File: src/rtl/cmp_edge_pkg.sv
`timescale 1ns/1ps
package cmp_edge_pkg;
    localparam int REG_W = 8;

    // control register bit positions
    localparam int CTL_EN   = 7;
    localparam int CTL_STAT = 6;
    localparam int CTL_RISE = 5;
    localparam int CTL_FALL = 4;
    localparam int CTL_HYP  = 2;
    localparam int CTL_HYN  = 0;

    // auxiliary register bit positions
    localparam int AUX_RIE  = 0;
    localparam int AUX_FIE  = 1;
    localparam int AUX_MODE = 2;

    typedef struct packed {
        logic       en;
        logic [1:0] hyp;
        logic [1:0] hyn;
        logic       rie;
        logic       fie;
        logic [1:0] mode;
    } cfg_t;

    typedef struct packed {
        logic prev;
        logic arm;
        logic rflag;
        logic fflag;
    } flag_st_t;
endpackage

File: src/rtl/cmp_sync.sv
`timescale 1ns/1ps
module cmp_sync #(
    parameter int STAGES = 2
) (
    input  logic clk,
    input  logic rst_n,
    input  logic din,
    output logic dout
);
    logic [STAGES-1:0] stage_d, stage_q;

    always_comb begin
        stage_d[0] = din;
        for (int i = 1; i < STAGES; i++) begin
            stage_d[i] = stage_q[i-1];
        end
    end

    always_ff @(posedge clk or negedge rst_n) begin
        if (!rst_n) stage_q <= '0;
        else        stage_q <= stage_d;
    end

    assign dout = stage_q[STAGES-1];
endmodule

File: src/rtl/cmp_edge_flags.sv
`timescale 1ns/1ps
module cmp_edge_flags
    import cmp_edge_pkg::*;
(
    input  logic clk,
    input  logic rst_n,
    input  logic en_i,
    input  logic level_i,
    input  logic wr_i,
    input  logic wr_rise_i,
    input  logic wr_fall_i,
    output logic rise_flag_o,
    output logic fall_flag_o
);
    flag_st_t st_d, st_q;
    logic     rise_evt, fall_evt;

    always_comb begin
        st_d      = st_q;
        st_d.prev = level_i;
        st_d.arm  = en_i;
        rise_evt  = en_i && st_q.arm && level_i && !st_q.prev;
        fall_evt  = en_i && st_q.arm && !level_i && st_q.prev;
        if (wr_i) begin
            st_d.rflag = wr_rise_i;
            st_d.fflag = wr_fall_i;
        end
        // a new edge takes precedence over a software clear
        if (rise_evt) st_d.rflag = 1'b1;
        if (fall_evt) st_d.fflag = 1'b1;
    end

    always_ff @(posedge clk or negedge rst_n) begin
        if (!rst_n) st_q <= '0;
        else        st_q <= st_d;
    end

    assign rise_flag_o = st_q.rflag;
    assign fall_flag_o = st_q.fflag;

    p_edge_wins_r6: assert property (@(posedge clk) disable iff (!rst_n)
        rise_evt |=> rise_flag_o);
    p_fall_wins_r6: assert property (@(posedge clk) disable iff (!rst_n)
        fall_evt |=> fall_flag_o);
    p_sticky_r5: assert property (@(posedge clk) disable iff (!rst_n)
        (rise_flag_o && !wr_i) |=> rise_flag_o);
    p_no_flag_off_r7: assert property (@(posedge clk) disable iff (!rst_n)
        (!en_i && !wr_i) |=> !$rose(rise_flag_o) && !$rose(fall_flag_o));
    p_first_cycle_r7: assert property (@(posedge clk) disable iff (!rst_n)
        (en_i && !st_q.arm && !wr_i) |=> $stable(rise_flag_o) && $stable(fall_flag_o));
endmodule

File: src/rtl/cmp_edge_ctrl.sv
`timescale 1ns/1ps
module cmp_edge_ctrl
    import cmp_edge_pkg::*;
#(
    parameter int SYNC_STAGES = 2,
    parameter int ADDR_W      = 2
) (
    input  logic              clk,
    input  logic              rst_n,
    input  logic              cmp_raw_i,
    input  logic [ADDR_W-1:0] bus_addr_i,
    input  logic              bus_wr_i,
    input  logic [REG_W-1:0]  bus_wdata_i,
    output logic [REG_W-1:0]  bus_rdata_o,
    output logic              pin_sync_o,
    output logic              pin_async_o,
    output logic              irq_o,
    output logic [1:0]        hyst_pos_o,
    output logic [1:0]        hyst_neg_o,
    output logic [1:0]        resp_mode_o
);
    localparam logic [ADDR_W-1:0] CTRL_ADDR = ADDR_W'(0);
    localparam logic [ADDR_W-1:0] AUX_ADDR  = ADDR_W'(1);

    cfg_t cfg_d, cfg_q;
    logic sync_lvl, rise_flag, fall_flag;
    logic wr_ctrl, wr_aux, status;
    logic unused_wbits;

    assign wr_ctrl      = bus_wr_i && (bus_addr_i == CTRL_ADDR);
    assign wr_aux       = bus_wr_i && (bus_addr_i == AUX_ADDR);
    assign unused_wbits = ^{bus_wdata_i[CTL_STAT], bus_wdata_i[7:4]};

    cmp_sync #(.STAGES(SYNC_STAGES)) u_sync (
        .clk   (clk),
        .rst_n (rst_n),
        .din   (cmp_raw_i),
        .dout  (sync_lvl)
    );

    cmp_edge_flags u_flags (
        .clk         (clk),
        .rst_n       (rst_n),
        .en_i        (cfg_q.en),
        .level_i     (sync_lvl),
        .wr_i        (wr_ctrl),
        .wr_rise_i   (bus_wdata_i[CTL_RISE]),
        .wr_fall_i   (bus_wdata_i[CTL_FALL]),
        .rise_flag_o (rise_flag),
        .fall_flag_o (fall_flag)
    );

    always_comb begin
        cfg_d = cfg_q;
        if (wr_ctrl) begin
            cfg_d.en  = bus_wdata_i[CTL_EN];
            cfg_d.hyp = bus_wdata_i[CTL_HYP +: 2];
            cfg_d.hyn = bus_wdata_i[CTL_HYN +: 2];
        end
        if (wr_aux) begin
            cfg_d.rie  = bus_wdata_i[AUX_RIE];
            cfg_d.fie  = bus_wdata_i[AUX_FIE];
            cfg_d.mode = bus_wdata_i[AUX_MODE +: 2];
        end
    end

    always_ff @(posedge clk or negedge rst_n) begin
        if (!rst_n) cfg_q <= '0;
        else        cfg_q <= cfg_d;
    end

    assign status = cfg_q.en && sync_lvl;

    always_comb begin
        bus_rdata_o = '0;
        if (bus_addr_i == CTRL_ADDR) begin
            bus_rdata_o[CTL_EN]        = cfg_q.en;
            bus_rdata_o[CTL_STAT]      = status;
            bus_rdata_o[CTL_RISE]      = rise_flag;
            bus_rdata_o[CTL_FALL]      = fall_flag;
            bus_rdata_o[CTL_HYP +: 2]  = cfg_q.hyp;
            bus_rdata_o[CTL_HYN +: 2]  = cfg_q.hyn;
        end else if (bus_addr_i == AUX_ADDR) begin
            bus_rdata_o[AUX_RIE]       = cfg_q.rie;
            bus_rdata_o[AUX_FIE]       = cfg_q.fie;
            bus_rdata_o[AUX_MODE +: 2] = cfg_q.mode;
        end
    end

    assign pin_sync_o  = status;
    assign pin_async_o = cmp_raw_i && cfg_q.en;
    assign irq_o       = (rise_flag && cfg_q.rie) || (fall_flag && cfg_q.fie);
    assign hyst_pos_o  = cfg_q.hyp;
    assign hyst_neg_o  = cfg_q.hyn;
    assign resp_mode_o = cfg_q.mode;

    p_async_low_r9: assert property (@(posedge clk) disable iff (!rst_n)
        !cfg_q.en |-> !pin_async_o);
    p_sync_low_r8: assert property (@(posedge clk) disable iff (!rst_n)
        !cfg_q.en |-> !pin_sync_o);
    p_status_off_r3: assert property (@(posedge clk) disable iff (!rst_n)
        (!cfg_q.en && bus_addr_i == CTRL_ADDR) |-> !bus_rdata_o[CTL_STAT]);
    p_irq_masked_r11: assert property (@(posedge clk) disable iff (!rst_n)
        (!cfg_q.rie && !cfg_q.fie) |-> !irq_o);
    p_hyst_write_r2: assert property (@(posedge clk) disable iff (!rst_n)
        wr_ctrl |=> hyst_pos_o == $past(bus_wdata_i[CTL_HYP +: 2]));
endmodule

File: config.mk
export PLATFORM = sky130hd
export DESIGN_NAME = cmp_edge_ctrl
export DESIGN_NICKNAME = d
export VERILOG_FILES = /design/src/rtl/cmp_edge_pkg.sv /design/src/rtl/cmp_sync.sv /design/src/rtl/cmp_edge_flags.sv /design/src/rtl/cmp_edge_ctrl.sv
export SDC_FILE = /design/constraint.sdc
export NUM_CORES = 1
export LEC_CHECK = 0
export BUFFER_PORTS_ARGS = -buffer_cell sky130_fd_sc_hd__buf_2
export CORE_MARGIN = 2
export CORE_UTILIZATION = 30
export CTS_CLUSTER_DIAMETER = 100
export DETAILED_ROUTE_END_ITERATION = 6
export PLACE_DENSITY = 0.58
export SLEW_MARGIN = 30
export SYNTH_ARGS = -nofsm -noshare
export SYNTH_HDL_FRONTEND = slang
export SYNTH_SLANG_ARGS = --single-unit
export TNS_END_PERCENT = 30
File: constraint.sdc
create_clock -name clk -period 0.9 [get_ports clk]
set_clock_uncertainty 0.15 [all_clocks]
set_input_delay 0.135 -clock clk [delete_from_list [all_inputs] [get_ports clk]]
set_output_delay 0.135 -clock clk [all_outputs]
set_load 0.02 [all_outputs]
==> metrics.md <==
| Metric | Value |
|---|---|
| Status | `complete, but fails checks` |
| Violated checks | `negative hold slack, negative setup slack` |
| Internal | `1450 uW` |
| Number of fill cells | `220` |
| Remaining design rule violation count | `0` |
| Worst reg-to-reg path cell count | `4` |
| Hold WS | `-0.0517 ns` |
| RR Endpoint | `cfg_q[8]$_DFFE_PN0P_` |
| Setup ws final | `-0.486 ns` |
| Crit path capture | `bus_rdata_o[6]` |
| Synthesis-stage register bit count | `15` |
| Worst EP required | `0.61 ns` |
| Worst slack, placed | `-0.329 ns` |
| Max_cap viols | `0` |
| Pin count of the biggest net entering global routing | `16` |
| CP top delay family | `flip-flops` |
| Net count reported at finish | `117` |
| Total clock buffers created by CTS | `3` |
| Routability congestion estimate | `0.713` |
| Commonest non-fill, non-tap cell in the layout | `buf_2` |
| Yosys top cell by area | `dfrtp_1` |
| Reg2reg setup slack | `-0.35 ns` |
| CTS tree | `yes` |
| WP data arrival | `1.10 ns` |
| Final min period | `1.39 ns` |
| Slowest stage cell, crit path | `dfrtp_1` |
| Max frequency | `722 MHz` |
| Most frequent CP cell | `and2_4` |
| Combinational fraction of design power | `0.412` |
| Most frequent cells in the layout | `buf_2 (19), dfrtp_1 (15), buf_6 (15)` |
| CP bufs+invs | `1` |
| Final Slew Violations | `0` |
| Yosys Warn Count | `0` |
| Power Dens Cells | `1860 nW/um^2` |
| Critical path class | `flop to output port` |
| Sequential power share | `0.412` |
| DR pass1 iterations | `4` |
| Worst skew pair latency | `0.27 ns` |
| Crit path from | `cfg_q[8]$_DFFE_PN0P_` |
| Proportion of layout cells with a drive suffix above 1 | `0.657` |
| Switch share | `0.313` |
| Post-DP HPWL | `1.15 mm` |
| Hold crit path type | `input pin to flop` |
| Final setup violation count | `29` |
| Clock Pin Slew Worst Setup and Hold Paths | `0.10 ns` |
| Synthesized area | `728 um^2` |
| Syn Inst Count | `58` |
| CP cell instances | `and2_4 -> and2_4 -> buf_6` |
| Hold Vio Cnt, Final | `9` |
| Rel. slew slack | `0.781` |
| Input/output buffers | `29` |
| Pin slew with the least headroom to its limit | `0.328 ns` |
| Clock Tree Root | `clkbuf_4` |
| Total Power | `2110 uW` |
| RSZ-0062 raised after global routing | `true` |
| Final wirelength | `1.61 mm` |
| Worst R2R Start | `cfg_q[8]$_DFFE_PN0P_` |
| CP Capture Type | `output port` |
| CP max stage delay | `0.41 ns` |
| Initial drt markers | `1` |
| WL/cell | `12.4 um` |
| Number of clock sinks | `15` |
| Core Region | `2250 um^2` |
| Ranking of synthesized cells by area | `dfrtp_1 (52%), mux2_2 (14%), buf_4 (8.2%)` |
| Worst vdd ir | `0.00105 V` |
| Clock share of power | `0.177` |
| CTS HTree Levels | `1` |
| Via density | `4.46` |
| Global-route wire length before repair | `2.62 mm` |
| I/O pin count | `31` |
| Leak | `0.000563 uW` |
| Die height | `53.3 um` |
| Critical path depth | `3` |
| Routed via count | `580` |
| Final antenna diode count | `0` |
| Crit-path max FO | `2` |
| Maximum buffer depth of the clock tree | `2` |
| Switching pwr | `660 uW` |
| Vias in the first global route | `605` |
| Area Growth Syn to Fin | `55.5%` |
| Sequential area share after synthesis | `0.515` |
| Initial antenna violation count | `0` |
| Antenna-violating nets left | `0` |
| # hold bufs at CTS | `2` |
| Die W | `53.3 um` |
| CP startpoint kind | `flop` |
| GRT overflow | `0` |
| Startpoint of the worst hold path | `bus_wdata_i[7]` |
| Cell row count | `17` |
| Post-Syn Area per Cell | `12.6 um^2` |
| Yosys top cell area share | `0.515` |
| Tot GR Track Use | `0.128` |
| Starting Density | `0.323` |
| Full die area | `2840 um^2` |
| Syn_nets | `72` |
| Period utilization | `1.54` |
| Cell variety after synth | `14` |
[power groups by stage]
| stage | Sequential [uW] | Combinational (uW) | Clock (uW) |
|---|---|---|---|
| 2_1_floorplan | 863 | 440 | 0 |
| 5_1_grt | 887 | 932 | 414 |
| 4_1_cts | 866 | 825 | 381 |
| 3_3_place_gp | 875 | 644 | 0 |
| 6_report | 867 | 867 | 372 |
| 3_5_place_dp | 876 | 654 | 0 |
[cell usage after synthesis]
library cell and instances:
a22o_1 1, buf_4 8, nor3b_4 1, nand3b_1 1, o211ai_1 2, nand4b_1 2, inv_1 2, mux2_2 9
nand4bb_1 2, dfrtp_1 15, mux2i_1 4, nor2_1 5, and2_1 4, nor3_1 2
[per-stage QoR]
step,hold slack (ns),TNS [ns],instances,util,area (um^2)
after global routing,-0.0605,-8.51,130,0.502,1130
final,-0.0517,-7.32,130,0.502,1130
after CTS,-0.0573,-7.17,128,0.489,1100
after floorplan,-0.311,-2.16,58,-,743
after global placement,-0.0994,-4.94,119,0.423,953
after detailed placement,-0.0948,-5.00,119,0.423,953
[routing by layer]
layer | global-route usage | part of all wire
met2 | 0.208 | 0.52
met4 | 0.0513 | 0.017
met3 | 0.0169 | 0.032
met1 | 0.169 | 0.43
met5 | 0 | 0
[flip-flops by register name, indices dropped and copies added (netlist names)]
signal / count
cfg_q: 3
hyst_neg_o: 2
hyst_pos_o: 2
resp_mode_o: 2
u_flags.st_q: 2
u_sync.stage_q: 2
u_flags.fall_flag_o: 1
u_flags.rise_flag_o: 1
[what timing repair did]
item,4_1_cts,5_1_grt
endpoints found under the setup margin,28,29
hold endpoints to repair,25,9
pin swaps,5,0
gates cloned,0,0
setup buffers,3,2
resized for setup,26,4
[logic make-up (layout without fill, tap and decap cells)]
group                  count (synthesis)  count (layout)  share of synthesized area
AOI/OAI and AO/OA                      3               3                     0.0326
buffers and inverters                 10              54                     0.0928
DFF                                   15              15                      0.515
muxes                                 13              13                      0.194
and+or+nand+nor                       17              17                      0.165
[how the worst min path moves through the flow]
stage | end | slack, ns | cells past startpoint
floorplan | cfg_q[2]$_DFFE_PN0P_ | -0.31 | 0
global placement | u_sync.stage_q[0]$_DFF_PN0_ | -0.1 | 1
detailed placement | u_flags.st_q[3]$_DFF_PN0_ | -0.09 | 1
CTS | cfg_q[8]$_DFFE_PN0P_ | -0.06 | 2
global route | cfg_q[8]$_DFFE_PN0P_ | -0.06 | 2
finish | cfg_q[8]$_DFFE_PN0P_ | -0.05 | 2
[layout make-up]
cell class | instances | area, um^2 | share of cell area
Tap cell | 28 | 35.0 | 0.0309
Sequential cell | 15 | 375 | 0.331
Inverter | 2 | 7.51 | 0.00663
Timing Repair Buffer | 48 | 374 | 0.330
Clock inverter | 1 | 5.00 | 0.00442
Multi-Input combinational cell | 33 | 313 | 0.276
Clock buffer | 3 | 22.5 | 0.0199
Note: power is estimated with default switching activity, not from simulation.
